`src/rtl/cmp_flag_pkg.sv`:
```
package cmp_flag_pkg;

  typedef enum logic [1:0] {
    KIND_SP  = 2'd0,
    KIND_DP  = 2'd1,
    KIND_I32 = 2'd2,
    KIND_I64 = 2'd3
  } cmp_kind_e;

  typedef enum logic [1:0] {
    RES_EQ = 2'd0,
    RES_LT = 2'd1,
    RES_GT = 2'd2,
    RES_UN = 2'd3
  } cmp_res_e;

  // four-outcome encoding, NZCV
  localparam logic [3:0] CF_EQ = 4'b0100;
  localparam logic [3:0] CF_LT = 4'b1000;
  localparam logic [3:0] CF_GT = 4'b1001;
  localparam logic [3:0] CF_UN = 4'b0000;

  // conventional subtract-style encoding, NZCV
  localparam logic [3:0] SF_EQ = 4'b0110;
  localparam logic [3:0] SF_LT = 4'b1000;
  localparam logic [3:0] SF_GT = 4'b0010;
  localparam logic [3:0] SF_UN = 4'b0011;

endpackage

```
`src/rtl/cmp_fp_core.sv`:
```
module cmp_fp_core
  import cmp_flag_pkg::*;
#(
  parameter int EXP_W = 8,
  parameter int MAN_W = 23,
  localparam int W = 1 + EXP_W + MAN_W
) (
  input  logic [W-1:0] a,
  input  logic [W-1:0] b,
  output cmp_res_e     res
);

  logic a_sign, b_sign;
  logic a_nan, b_nan;
  logic both_zero;
  logic mag_lt, mag_eq;

  assign a_sign    = a[W-1];
  assign b_sign    = b[W-1];
  assign a_nan     = (&a[W-2:MAN_W]) && (|a[MAN_W-1:0]);
  assign b_nan     = (&b[W-2:MAN_W]) && (|b[MAN_W-1:0]);
  assign both_zero = ~|{a[W-2:0], b[W-2:0]};

  // magnitude order equals value order for same-sign encodings, denormals included
  assign mag_lt = a[W-2:0] < b[W-2:0];
  assign mag_eq = a[W-2:0] == b[W-2:0];

  always_comb begin
    if (a_nan || b_nan) begin
      res = RES_UN;
    end else if (both_zero) begin
      res = RES_EQ;
    end else if (a_sign != b_sign) begin
      res = a_sign ? RES_LT : RES_GT;
    end else if (mag_eq) begin
      res = RES_EQ;
    end else if (mag_lt ^ a_sign) begin
      res = RES_LT;
    end else begin
      res = RES_GT;
    end
  end

endmodule

```
`src/rtl/cmp_int_core.sv`:
```
module cmp_int_core
  import cmp_flag_pkg::*;
#(
  parameter int W = 32
) (
  input  logic [W-1:0] a,
  input  logic [W-1:0] b,
  input  logic         use_signed,
  output cmp_res_e     res
);

  logic signed [W:0] ax, bx;

  // one extra bit: sign-extended when signed, zero-extended when unsigned
  assign ax = {use_signed & a[W-1], a};
  assign bx = {use_signed & b[W-1], b};

  always_comb begin
    if (ax == bx)      res = RES_EQ;
    else if (ax < bx)  res = RES_LT;
    else               res = RES_GT;
  end

endmodule

```
`src/rtl/cmp_flag_encode.sv`:
```
module cmp_flag_encode
  import cmp_flag_pkg::*;
(
  input  cmp_res_e   res,
  output logic [3:0] custom,
  output logic [3:0] std
);

  always_comb begin
    unique case (res)
      RES_EQ:  begin custom = CF_EQ; std = SF_EQ; end
      RES_LT:  begin custom = CF_LT; std = SF_LT; end
      RES_GT:  begin custom = CF_GT; std = SF_GT; end
      default: begin custom = CF_UN; std = SF_UN; end
    endcase
  end

endmodule

```
`src/rtl/cmp_flag_unit.sv`:
```
module cmp_flag_unit
  import cmp_flag_pkg::*;
#(
  parameter int SP_EXP_W = 8,
  parameter int SP_MAN_W = 23,
  parameter int DP_EXP_W = 11,
  parameter int DP_MAN_W = 52,
  localparam int SP_W   = 1 + SP_EXP_W + SP_MAN_W,
  localparam int DATA_W = 1 + DP_EXP_W + DP_MAN_W,
  localparam int HALF_W = DATA_W / 2
) (
  input  logic              clk,
  input  logic              rst_n,
  input  logic              in_valid,
  output logic              in_ready,
  input  logic [DATA_W-1:0] op_a,
  input  logic [DATA_W-1:0] op_b,
  input  logic [1:0]        cmp_kind,
  input  logic              unsigned_mode,
  output logic              out_valid,
  input  logic              out_ready,
  output logic [3:0]        flags_custom,
  output logic [3:0]        flags_std
);

  cmp_res_e res_sp, res_dp, res_i32, res_i64, res_sel;
  logic [3:0] enc_custom, enc_std;
  logic [1:0] kind_q;
  logic take;

  // single view lives in the upper half of the register
  cmp_fp_core #(.EXP_W(SP_EXP_W), .MAN_W(SP_MAN_W)) u_fp_sp (
    .a(op_a[DATA_W-1 -: SP_W]), .b(op_b[DATA_W-1 -: SP_W]), .res(res_sp)
  );

  cmp_fp_core #(.EXP_W(DP_EXP_W), .MAN_W(DP_MAN_W)) u_fp_dp (
    .a(op_a), .b(op_b), .res(res_dp)
  );

  // integer widths: half register and full register
  cmp_int_core #(.W(HALF_W)) u_int_half (
    .a(op_a[HALF_W-1:0]), .b(op_b[HALF_W-1:0]),
    .use_signed(!unsigned_mode), .res(res_i32)
  );

  cmp_int_core #(.W(DATA_W)) u_int_full (
    .a(op_a), .b(op_b), .use_signed(!unsigned_mode), .res(res_i64)
  );

  always_comb begin
    unique case (cmp_kind)
      KIND_SP:  res_sel = res_sp;
      KIND_DP:  res_sel = res_dp;
      KIND_I32: res_sel = res_i32;
      default:  res_sel = res_i64;
    endcase
  end

  cmp_flag_encode u_enc (
    .res(res_sel), .custom(enc_custom), .std(enc_std)
  );

  // single-entry result slot: refills in the same cycle it drains
  assign in_ready = !out_valid || out_ready;
  assign take     = in_valid && in_ready;

  always_ff @(posedge clk or negedge rst_n) begin
    if (!rst_n) begin
      out_valid    <= 1'b0;
      flags_custom <= 4'b0000;
      flags_std    <= 4'b0000;
      kind_q       <= 2'd0;
    end else if (take) begin
      out_valid    <= 1'b1;
      flags_custom <= enc_custom;
      flags_std    <= enc_std;
      kind_q       <= cmp_kind;
    end else if (out_ready) begin
      out_valid    <= 1'b0;
    end
  end

  // an accepted request is reported on the next cycle
  a_r11_one_cycle: assert property (@(posedge clk) disable iff (!rst_n)
    take |=> out_valid);

  // a stalled result holds still
  a_r12_hold_stall: assert property (@(posedge clk) disable iff (!rst_n)
    (out_valid && !out_ready) |=> (out_valid && $stable(flags_custom) && $stable(flags_std)));

  // the carry flag is never set in the custom word
  a_r3_no_carry: assert property (@(posedge clk) disable iff (!rst_n)
    out_valid |-> !flags_custom[1]);

  // both output words describe the same outcome
  a_r5_pair_match: assert property (@(posedge clk) disable iff (!rst_n)
    out_valid |-> ((flags_custom == CF_EQ && flags_std == SF_EQ) ||
                   (flags_custom == CF_LT && flags_std == SF_LT) ||
                   (flags_custom == CF_GT && flags_std == SF_GT) ||
                   (flags_custom == CF_UN && flags_std == SF_UN)));

  // integer views never report unordered
  a_r10_int_ordered: assert property (@(posedge clk) disable iff (!rst_n)
    (out_valid && kind_q[1]) |-> (flags_custom != CF_UN));

endmodule

```
`config.mk`:
```
export PLATFORM = sky130hd
export DESIGN_NAME = cmp_flag_unit
export DESIGN_NICKNAME = d
export VERILOG_FILES = /design/src/rtl/cmp_flag_pkg.sv /design/src/rtl/cmp_fp_core.sv /design/src/rtl/cmp_int_core.sv /design/src/rtl/cmp_flag_encode.sv /design/src/rtl/cmp_flag_unit.sv
export SDC_FILE = /design/constraint.sdc
export NUM_CORES = 1
export LEC_CHECK = 0
export CAP_MARGIN = 15
export CORE_UTILIZATION = 43
export CTS_CLUSTER_SIZE = 16
export DETAILED_ROUTE_END_ITERATION = 16
export GPL_ROUTABILITY_DRIVEN = 0
export GPL_TIMING_DRIVEN = 0
export PLACE_DENSITY = 0.84
export SYNTH_ARGS = -nofsm -noshare
export SYNTH_HDL_FRONTEND = slang
export SYNTH_SLANG_ARGS = --single-unit
```
`constraint.sdc`:
```
create_clock -name clk -period 1.2 [get_ports clk]
set_input_delay 0.24 -clock clk [delete_from_list [all_inputs] [get_ports clk]]
set_output_delay 0.24 -clock clk [all_outputs]
set_load 0.02 [all_outputs]
```
==> results_dict.tcl, run 1 <==
set metrics [dict create \
    synth_area_um2 3020 \
    postSynthNetCount 634 \
    fmax_mhz 312 \
    final_cell_mix "buf_4, buf_2, inv_1" \
    synth.avg_cell_area_um2 6.99 \
    start_util 0.445 \
    synth.area.mux_share 0.0112 \
    worstSetupPathType "input port to register" \
    drive_gt1_frac 0.439 \
    max-cap-violations 0 \
    final_cells 729 \
    cts_tree "done" \
    antenna_cells 0 \
    area_growth_pct 87.8 \
    cp-start-kind "input port" \
    dpl-instance-area_um2 4700 \
    powerDensity_nw_per_um2 500 \
    io_buffers 143 \
    synthSimpleGateAreaFrac 0.339 \
    wl_mm 14.0 \
    synth_compound_area_frac 0.205 \
    grt.overflow.total 0 \
    worstPathArrival_ns 3.32 \
    coreArea_um2 6790 \
    dp.cells 671 \
    grt_pass1_vias 4509 \
    synth_fa_ha_area_frac 0.277 \
    startpoint "op_b[52]" \
    synth_top_flop_cell "dfrtp_1" \
    synth_top_family_by_area "simple AND/OR/NAND/NOR gates" \
    fin_crit_ns 3.21 \
    busiest_layer "met2" \
    vias_per_cell 6.23 \
    yosysUniqueCellTypes 61 \
    ios 145 \
    ant_nets 0 \
    drc 0 \
    grt_pass1_wl_mm 20.4 \
    synth.yosys.seq_area_share 0.0580 \
    grt_setup_unrepaired "yes" \
    rr_startpoint "out_valid" \
    peakVddDrop_uv 523 \
    violations "negative setup slack" \
    drt-wirelength-per-cell_um 19.2 \
    outcome "finished, violations left" \
    ys_seq_elements 7 \
    synthCells 432 \
    hold_buffers 0 \
    yosysWarnings 0 \
    die_w_um 85.8 \
    p_leak_uw 0.00249 \
    cts_root_buffer "clkbuf_8" \
    end_kind "register" \
    fillers 383 \
    die_h_um 85.8 \
    finalSetupViolations 6 \
    met3_usage 0.0626 \
    cts_buffer_depth 2 \
    use_met2 0.662 \
    fin_area_um2 5680 \
    grt_max_degree 11 \
    grtUsageMet1 0.349 \
    hold_class "input port to asynchronous set/reset pin" \
    dieArea_um2 7370 \
    synth_xor_area_frac 0.00870 \
    synthArstFlopShare 1.00 \
    finalHoldViolations 0 \
    path_max_fanout 3 \
    htree_levels 1 \
    via_count 4543 \
    numCtsBuffers 3 \
    cp.required_ns 1.32 \
    grt_antenna_before_repair 0 \
    place_hpwl_mm 8.58 \
    rows 30 \
    clkTransAtPathRegs_ns 0.04 \
    grt_use_total 0.342 \
    period_share 2.67 \
    slew_viol_final 0 \
    drt_first_iter_violations 366 \
    nets 836 \
    synth_edf_count 0 \
    fin_skew_ns 0.000491 \
    cts_sinks 7 \
    drt_first_pass_iters 5 \
    clk_latency_ns 0.23 \
    layout_setup_ws_ns -2.01 \
]
==> power breakdown <==
group	switching [uW]	internal, uW
Sequential	34.4	288
Combinational	1120	1060
Clock	114	231
Total	1260	1580
==> synthesized netlist by cell type, types with 3 or more instances <==
| cell type | number | area (um2) |
|---|---|---|
| o31ai_1 | 5 | 37.5 |
| a211oi_1 | 6 | 45.0 |
| dfrtp_1 | 7 | 175 |
| and2_1 | 5 | 31.3 |
| nand2_1 | 29 | 109 |
| o21a_1 | 3 | 22.5 |
| xnor2_1 | 3 | 26.3 |
| inv_1 | 73 | 274 |
| nor2b_1 | 3 | 18.8 |
| and3_1 | 4 | 25.0 |
| nand2b_1 | 6 | 37.5 |
| or2_2 | 3 | 18.8 |
| nand4_1 | 21 | 131 |
| nand3_1 | 16 | 80.1 |
| a21oi_1 | 24 | 120 |
| ha_1 | 67 | 838 |
| nor2_1 | 33 | 124 |
| o21ai_0 | 17 | 85.1 |
| mux2_2 | 3 | 33.8 |
| a21o_1 | 3 | 22.5 |
| nor3b_1 | 3 | 22.5 |
| nor3_1 | 7 | 35.0 |
| a31oi_1 | 4 | 25.0 |
| o211ai_1 | 3 | 22.5 |
| nor4_1 | 35 | 219 |
| clkbuf_1 | 3 | 11.3 |
==> layout make-up <==
class / count / area (um2) / area share
buffer: 4 / 26.3 / 0.00463
clock buffer: 4 / 45.0 / 0.00794
inverter: 73 / 307 / 0.0540
multi-input combinational: 347 / 3410 / 0.601
sequential: 7 / 175 / 0.0309
tap: 96 / 120 / 0.0212
timing repair buffer: 198 / 1590 / 0.280
==> kinds of logic (layout without fill, tap and decap cells) <==
family                     after synthesis  count (layout)
muxes                                    3               3
DFF                                      7               7
AOI/OAI and AO/OA                       91              91
buffers and inverters                   78             279
adders and majority gates               67              67
and+or+nand+nor                        182             182
other                                    1               1
xor gates and xnor gates                 3               3
==> worst max-delay path: stages <==
cell	delay [ns]
buf_8	0.08
inv_4	0.03
ha_4	0.26
nand4_1	0.21
nor4_4	0.33
nand4_1	0.24
buf_4	0.21
buf_4	0.12
buf_4	0.12
buf_4	0.11
buf_4	0.12
buf_4	0.12
a2111oi_1	0.37
o31ai_1	0.17
o21a_4	0.18
ha_4	0.16
mux2_4	0.25
==> worst paths after layout <==
path | slack (ns) | end | cells after the start
worst max-delay path | -2.01 | flags_std[3] | 17
max in group asynchronous | 0.65 | flags_std[1] | 1
worst max register to register | 0.01 | flags_custom[0] | 3
min in group clk | 0.33 | out_valid | 3
worst min register to register | 0.51 | flags_custom[0] | 1
worst min-delay path | 0.29 | out_valid | 1
==> state kept, by name, summed over array words and instances (netlist names) <==
name / flops
flags_std: 4
out_valid: 1
flags_custom: 2
==> routing by layer <==
metal / share of wire / wire length [um]
met2: 0.51 / 7170
met4: 0.064 / 892
met1: 0.35 / 4880
met5: 0 / 0
met3: 0.077 / 1090
==> what timing repair did <==
action,in CTS,in global routing
endpoints found under the setup margin,15,10
pin swaps,87,7
setup buffers,48,7
resized for setup,542,29
==> per-stage QoR <==
stage                     power (uW)   util  setup TNS (ns)  hold WS [ns]  setup slack (ns)
final                           2840  0.835          -11.51         0.290             -2.01
after global routing            3010  0.835          -11.68         0.291             -2.00
after CTS                       2570  0.810           -9.71         0.284             -1.73
after detailed placement        2030  0.692          -16.97         0.491             -2.87
after global placement          1980  0.692          -16.68         0.475             -2.83
after floorplan                 1180      -          -10.03       -0.0556             -1.83
Note: power is estimated with default switching activity, not from simulation.
==> inputs of run 2 (changes only) <==
CTS_BUF_LIST = sky130_fd_sc_hd__clkbuf_16   (was default)
==> results_dict.tcl, run 2 (synthesis gave the netlist of run 1 again) <==
set metrics [dict create \
    grt_use_total 0.354 \
    worstSetupPathType "input port to register" \
    fillers 367 \
    place_hpwl_mm 8.58 \
    cts_root_buffer "clkbuf_16" \
    cts_sinks 7 \
    final_cell_mix "buf_4, buf_2, inv_1" \
    end_kind "register" \
    cts_buffer_depth 2 \
    drt_first_iter_violations 467 \
    grt_pass1_vias 4575 \
    outcome "finished, violations left" \
    area_growth_pct 91.5 \
    layout_setup_ws_ns -1.99 \
    layout_commonest_cell "buf_4" \
    cts_tree "done" \
    final_cells 732 \
    max-cap-violations 0 \
    dieArea_um2 7370 \
    period_share 2.66 \
    hold_class "input port to asynchronous set/reset pin" \
    reg_top3 "flags_std x4, flags_custom x2, out_valid x1" \
    fin_crit_ns 3.19 \
    die_w_um 85.8 \
    vias_per_cell 6.40 \
    violations "negative setup slack" \
    slew_viol_final 0 \
    p_leak_uw 0.00252 \
    worstPathArrival_ns 3.31 \
    clkTransAtPathRegs_ns 0.04 \
    htree_levels 1 \
    clk_latency_ns 0.23 \
    nets 838 \
    drive_gt1_frac 0.476 \
    coreArea_um2 6790 \
    die_h_um 85.8 \
    path_max_fanout 3 \
    dp.cells 671 \
    grt_pass1_wl_mm 20.9 \
    ios 145 \
    fin_skew_ns 0.000699 \
    holdWs_ns 0.284 \
    start_util 0.445 \
    numCtsBuffers 3 \
    powerDensity_nw_per_um2 536 \
    io_buffers 143 \
    place_ws_ns -2.87 \
    fmax_mhz 313 \
    peakVddDrop_uv 495 \
    ant_nets 0 \
    grt_setup_unrepaired "yes" \
    drc 0 \
    grt.overflow.total 0 \
    cp.required_ns 1.31 \
    wl_mm 15.0 \
    via_count 4687 \
    rows 30 \
    largest_reg_flops 4 \
    grt_max_degree 11 \
    drt_first_pass_iters 5 \
    drt-wirelength-per-cell_um 20.4 \
    finalSetupViolations 6 \
    finalHoldViolations 0 \
    cp-start-kind "input port" \
    seq_area_um2 175 \
    grt_antenna_before_repair 1 \
    multi_input_area_um2 3510 \
    regMostFlops "flags_std" \
]
## run 2: cell count changes in the layout (fill, tap and decap cells not counted), moves of 3 or more
cell             change
clkbuf_2             +5
clkbuf_8             -3
inv_2                +3
clkbuf_16            +3
ha_4                 +3
clkdlybuf4s15_1      -3
ha_1                 -4
buf_4                +4
dlygate4sd2_1        -3
## run 2: repair_timing
item                                    in CTS  in global routing
buffers inserted                            48                 10
gates resized for setup                    545                 48
pin swaps                                   90                 24
hold buffers                                 0                  0
endpoints found under the setup margin      15                  9
## run 2: per-stage QoR
stage | cell area (um2) | setup TNS, ns | power [uW] | utilization
2_1_floorplan | 3150 | -10.03 | 1180 | -
3_3_place_gp | 4700 | -16.68 | 1980 | 0.692
3_5_place_dp | 4700 | -16.97 | 2030 | 0.692
4_1_cts | 5560 | -9.63 | 2820 | 0.818
5_1_grt | 5780 | -11.75 | 3270 | 0.851
6_report | 5790 | -11.44 | 3100 | 0.852
## run 2: path summary, 6_finish.rpt
path                            startpoint               to  slack [ns]  cells past startpoint
max                               op_b[44]  flags_custom[0]       -1.99                     18
min                                  rst_n        out_valid        0.28                      1
max reg2reg                      out_valid     flags_std[3]        0.02                      3
min reg2reg                flags_custom[0]  flags_custom[0]        0.51                      1
max in group asynchronous            rst_n     flags_std[0]        0.66                      1
min in group clk                 out_ready        out_valid        0.33                      3
## run 2: per-layer routing
layer	GRT usage	up-vias	share of wire
met1	0.378	2172	0.35
met4	0.174	0	0.073
met3	0.0414	119	0.084
met2	0.683	364	0.49
li1	-	2032	-
met5	0	-	0
## run 2: cell type report
class                           count  area share
Antenna cell                        1    0.000432
Clock buffer                        3      0.0130
Multi-Input combinational cell    347       0.606
Timing Repair Buffer              200       0.272
Clock inverter                      1    0.000649
Buffer                              4     0.00454
Inverter                           73      0.0521
Sequential cell                     7      0.0303
Tap cell                           96      0.0208
## run 2: worst max-delay path, stage by stage
cell and delay, ns:
buf_2 0.12, inv_2 0.05, ha_4 0.27, nand4_1 0.15
buf_4 0.20, nor4_4 0.39, buf_4 0.19, buf_4 0.11
buf_4 0.10, buf_4 0.10, nand3_2 0.08, nand3_1 0.17
nor3b_2 0.07, nand3b_1 0.19, a211oi_2 0.31, nor3_2 0.11
ha_2 0.20, mux2_4 0.25
## run 2: where the power goes
part           total (uW)  leakage, uW  internal (uW)  switching, uW
Sequential            325    0.0000853            288           36.7
Clock                 560    0.0000423            433            127
Combinational        2210      0.00239           1050           1160
Total                3100      0.00252           1770           1330
==> inputs of run 3 (changes only) <==
CORE_UTILIZATION = 53   (was 43)
SYNTH_HIERARCHICAL = 1   (was default)
==> results_dict.tcl, run 3 <==
set metrics [dict create \
    rows 38 \
    clkTransAtPathRegs_ns 0.04 \
    vias_per_cell 6.62 \
    final_cell_mix "inv_1, ha_1, a21oi_1" \
    fin_crit_ns 3.52 \
    place_hpwl_mm 16.1 \
    layout_setup_ws_ns -2.32 \
    clk_latency_ns 0.24 \
    drc 0 \
    grt_antenna_before_repair 0 \
    violations "negative setup slack" \
    cp-start-kind "input port" \
    synth.yosys.seq_area_share 0.0366 \
    cts_sinks 9 \
    start_util 0.555 \
    hold_class "input port to asynchronous set/reset pin" \
    seq_area_um2 225 \
    synth_edf_count 0 \
    finalSetupViolations 8 \
    synthArstFlopShare 1.00 \
    grt.overflow.total 0 \
    die_h_um 110 \
    synth_area_um2 6150 \
    grt_use_total 0.384 \
    ant_nets 0 \
    crit_family "simple AND/OR/NAND/NOR gates" \
    synth_largest_area_cell "ha_1" \
    nets 1350 \
    cp.required_ns 1.32 \
    critPathBufInv 2 \
    slew_viol_final 0 \
    yosysTopAreaCellShare 0.397 \
    synth_top_flop_cell "dfrtp_1" \
    max_stage_delay_ns 0.62 \
    grt_pass1_wl_mm 35.8 \
    path_max_fanout 6 \
    wl_mm 25.0 \
    grt_max_degree 10 \
    cts_root_buffer "clkbuf_16" \
    drive_gt1_frac 0.347 \
    worstSetupPathType "input port to register" \
    synth_common_cells "inv_1, ha_1, a21oi_1" \
    dp.cells 1119 \
    period_share 2.94 \
    final_cells 1159 \
    synth_area_leaders "ha_1, inv_1, a21oi_1" \
    final_core_util 0.807 \
    synth.avg_cell_area_um2 7.36 \
    io_buffers 144 \
    grt_pass1_vias 7404 \
    powerDensity_nw_per_um2 522 \
    cts_buffer_depth 2 \
    antenna_cells 0 \
    dieArea_um2 12000 \
    numCtsBuffers 3 \
    area_growth_pct 45.5 \
    postSynthNetCount 1165 \
    coreArea_um2 11100 \
    cts_tree "done" \
    peakVddDrop_uv 492 \
    worstPathArrival_ns 3.64 \
    htree_levels 1 \
    outcome "finished, violations left" \
    layout_commonest_cell "inv_1" \
    via_count 7672 \
    max-cap-violations 0 \
    reg_top3 "flags_custom x4, flags_std x4, out_valid x1" \
    synthCells 835 \
    die_w_um 110 \
    yosysMostFrequentCell "inv_1" \
    fmax_mhz 284 \
    multi_input_area_um2 6190 \
    slew_headroom 0.583 \
    fin_skew_ns 0.00548 \
    grt_setup_unrepaired "yes" \
    yosysWarnings 6 \
    ys_seq_elements 9 \
    drt_first_iter_violations 729 \
    yosysUniqueCellTypes 64 \
    tns_ns -15.53 \
    p_leak_uw 0.00449 \
    finalHoldViolations 0 \
    end_kind "register" \
    hold_buffers 0 \
    fin_area_um2 8940 \
    drt-wirelength-per-cell_um 21.6 \
    slowest_stage "mux4_2" \
    ios 145 \
    dpl-instance-area_um2 7970 \
    crit_chain "clkdlybuf4s15_2 -> nor4_2 -> nand4_1 -> nor4_4 -> nand3_2 -> a31oi_1 -> o211ai_1 -> mux4_2 -> inv_4 -> ha_4 -> mux2_4" \
    fillers 712 \
    worst_slew_pin_slew_ns 0.617 \
    place_ws_ns -2.97 \
    drt_first_pass_iters 6 \
]
-- run 3: changes by cell type in the layout (fill, tap and decap cells not counted), moves of 24 or more --
cell     delta
ha_4       +28
a21oi_1    +41
ha_1      +100
nor4_1     +32
nand4_1    +29
inv_1     +119
nand2_1    +24
-- run 3: worst paths after layout --
path | startpoint | to | slack (ns) | cells past startpoint
hold / removal | rst_n | flags_std[2] | 0.32 | 1
setup / recovery | op_a[21] | flags_custom[3] | -2.32 | 11
max in group asynchronous | rst_n | flags_custom[3] | 0.57 | 1
setup reg to reg | out_valid | flags_custom[0] | 0.07 | 3
hold reg to reg | flags_std[0] | flags_std[0] | 0.50 | 1
min in group clk | out_ready | out_valid | 0.44 | 3
-- run 3: cell type report --
class / instances / share of cell area
buffer: 2 / 0.00210
clock buffer: 3 / 0.00839
clock inverter: 1 / 0.000420
inverter: 204 / 0.0893
multi-input combinational: 620 / 0.693
sequential: 9 / 0.0252
tap: 140 / 0.0196
timing repair buffer: 180 / 0.163
-- run 3: where the power goes --
| part | switching, uW | internal [uW] | total (uW) |
|---|---|---|---|
| Sequential | 53.4 | 380 | 434 |
| Combinational | 1990 | 1640 | 3630 |
| Clock | 165 | 437 | 602 |
-- run 3: cells by family after synthesis --
family                     Yosys count  share of synthesized area
and+or+nand+nor                    245                      0.233
adders and majority gates          195                      0.397
other                                1                   0.000610
buffers and inverters              206                      0.127
AOI/OAI and AO/OA                  163                      0.173
DFF                                  9                     0.0366
xor gates and xnor gates             2                    0.00285
muxes                               14                     0.0297
-- run 3: repair_timing --
action                                  CTS  global route
endpoints found under the setup margin   17            10
setup buffers                            26            10
resized for setup                       731            60
cloned                                    0             0
pin swaps                                80            23
-- run 3: routing by layer --
| metal | up-vias | global-route usage | wire length, um |
|---|---|---|---|
| met5 | - | 0 | 0 |
| met4 | 0 | 0.255 | 2020 |
| met3 | 183 | 0.0528 | 2480 |
| met2 | 584 | 0.671 | 11400 |
| met1 | 3492 | 0.434 | 9140 |
| li1 | 3413 | - | - |
-- run 3: per-stage QoR --
stage	hold WS, ns	total power, uW
3_5_place_dp	0.492	3350
6_report	0.315	4670
4_1_cts	0.310	4190
3_3_place_gp	0.489	3250
5_1_grt	0.354	4940
2_1_floorplan	-0.0556	2050
-- run 3: worst reg2reg max path: cells and delay by family, from the launching register on --
kind | cells | cell delay, ns
flops | 1 | 0.38
mux | 1 | 0.38
simple gates | 2 | 0.26
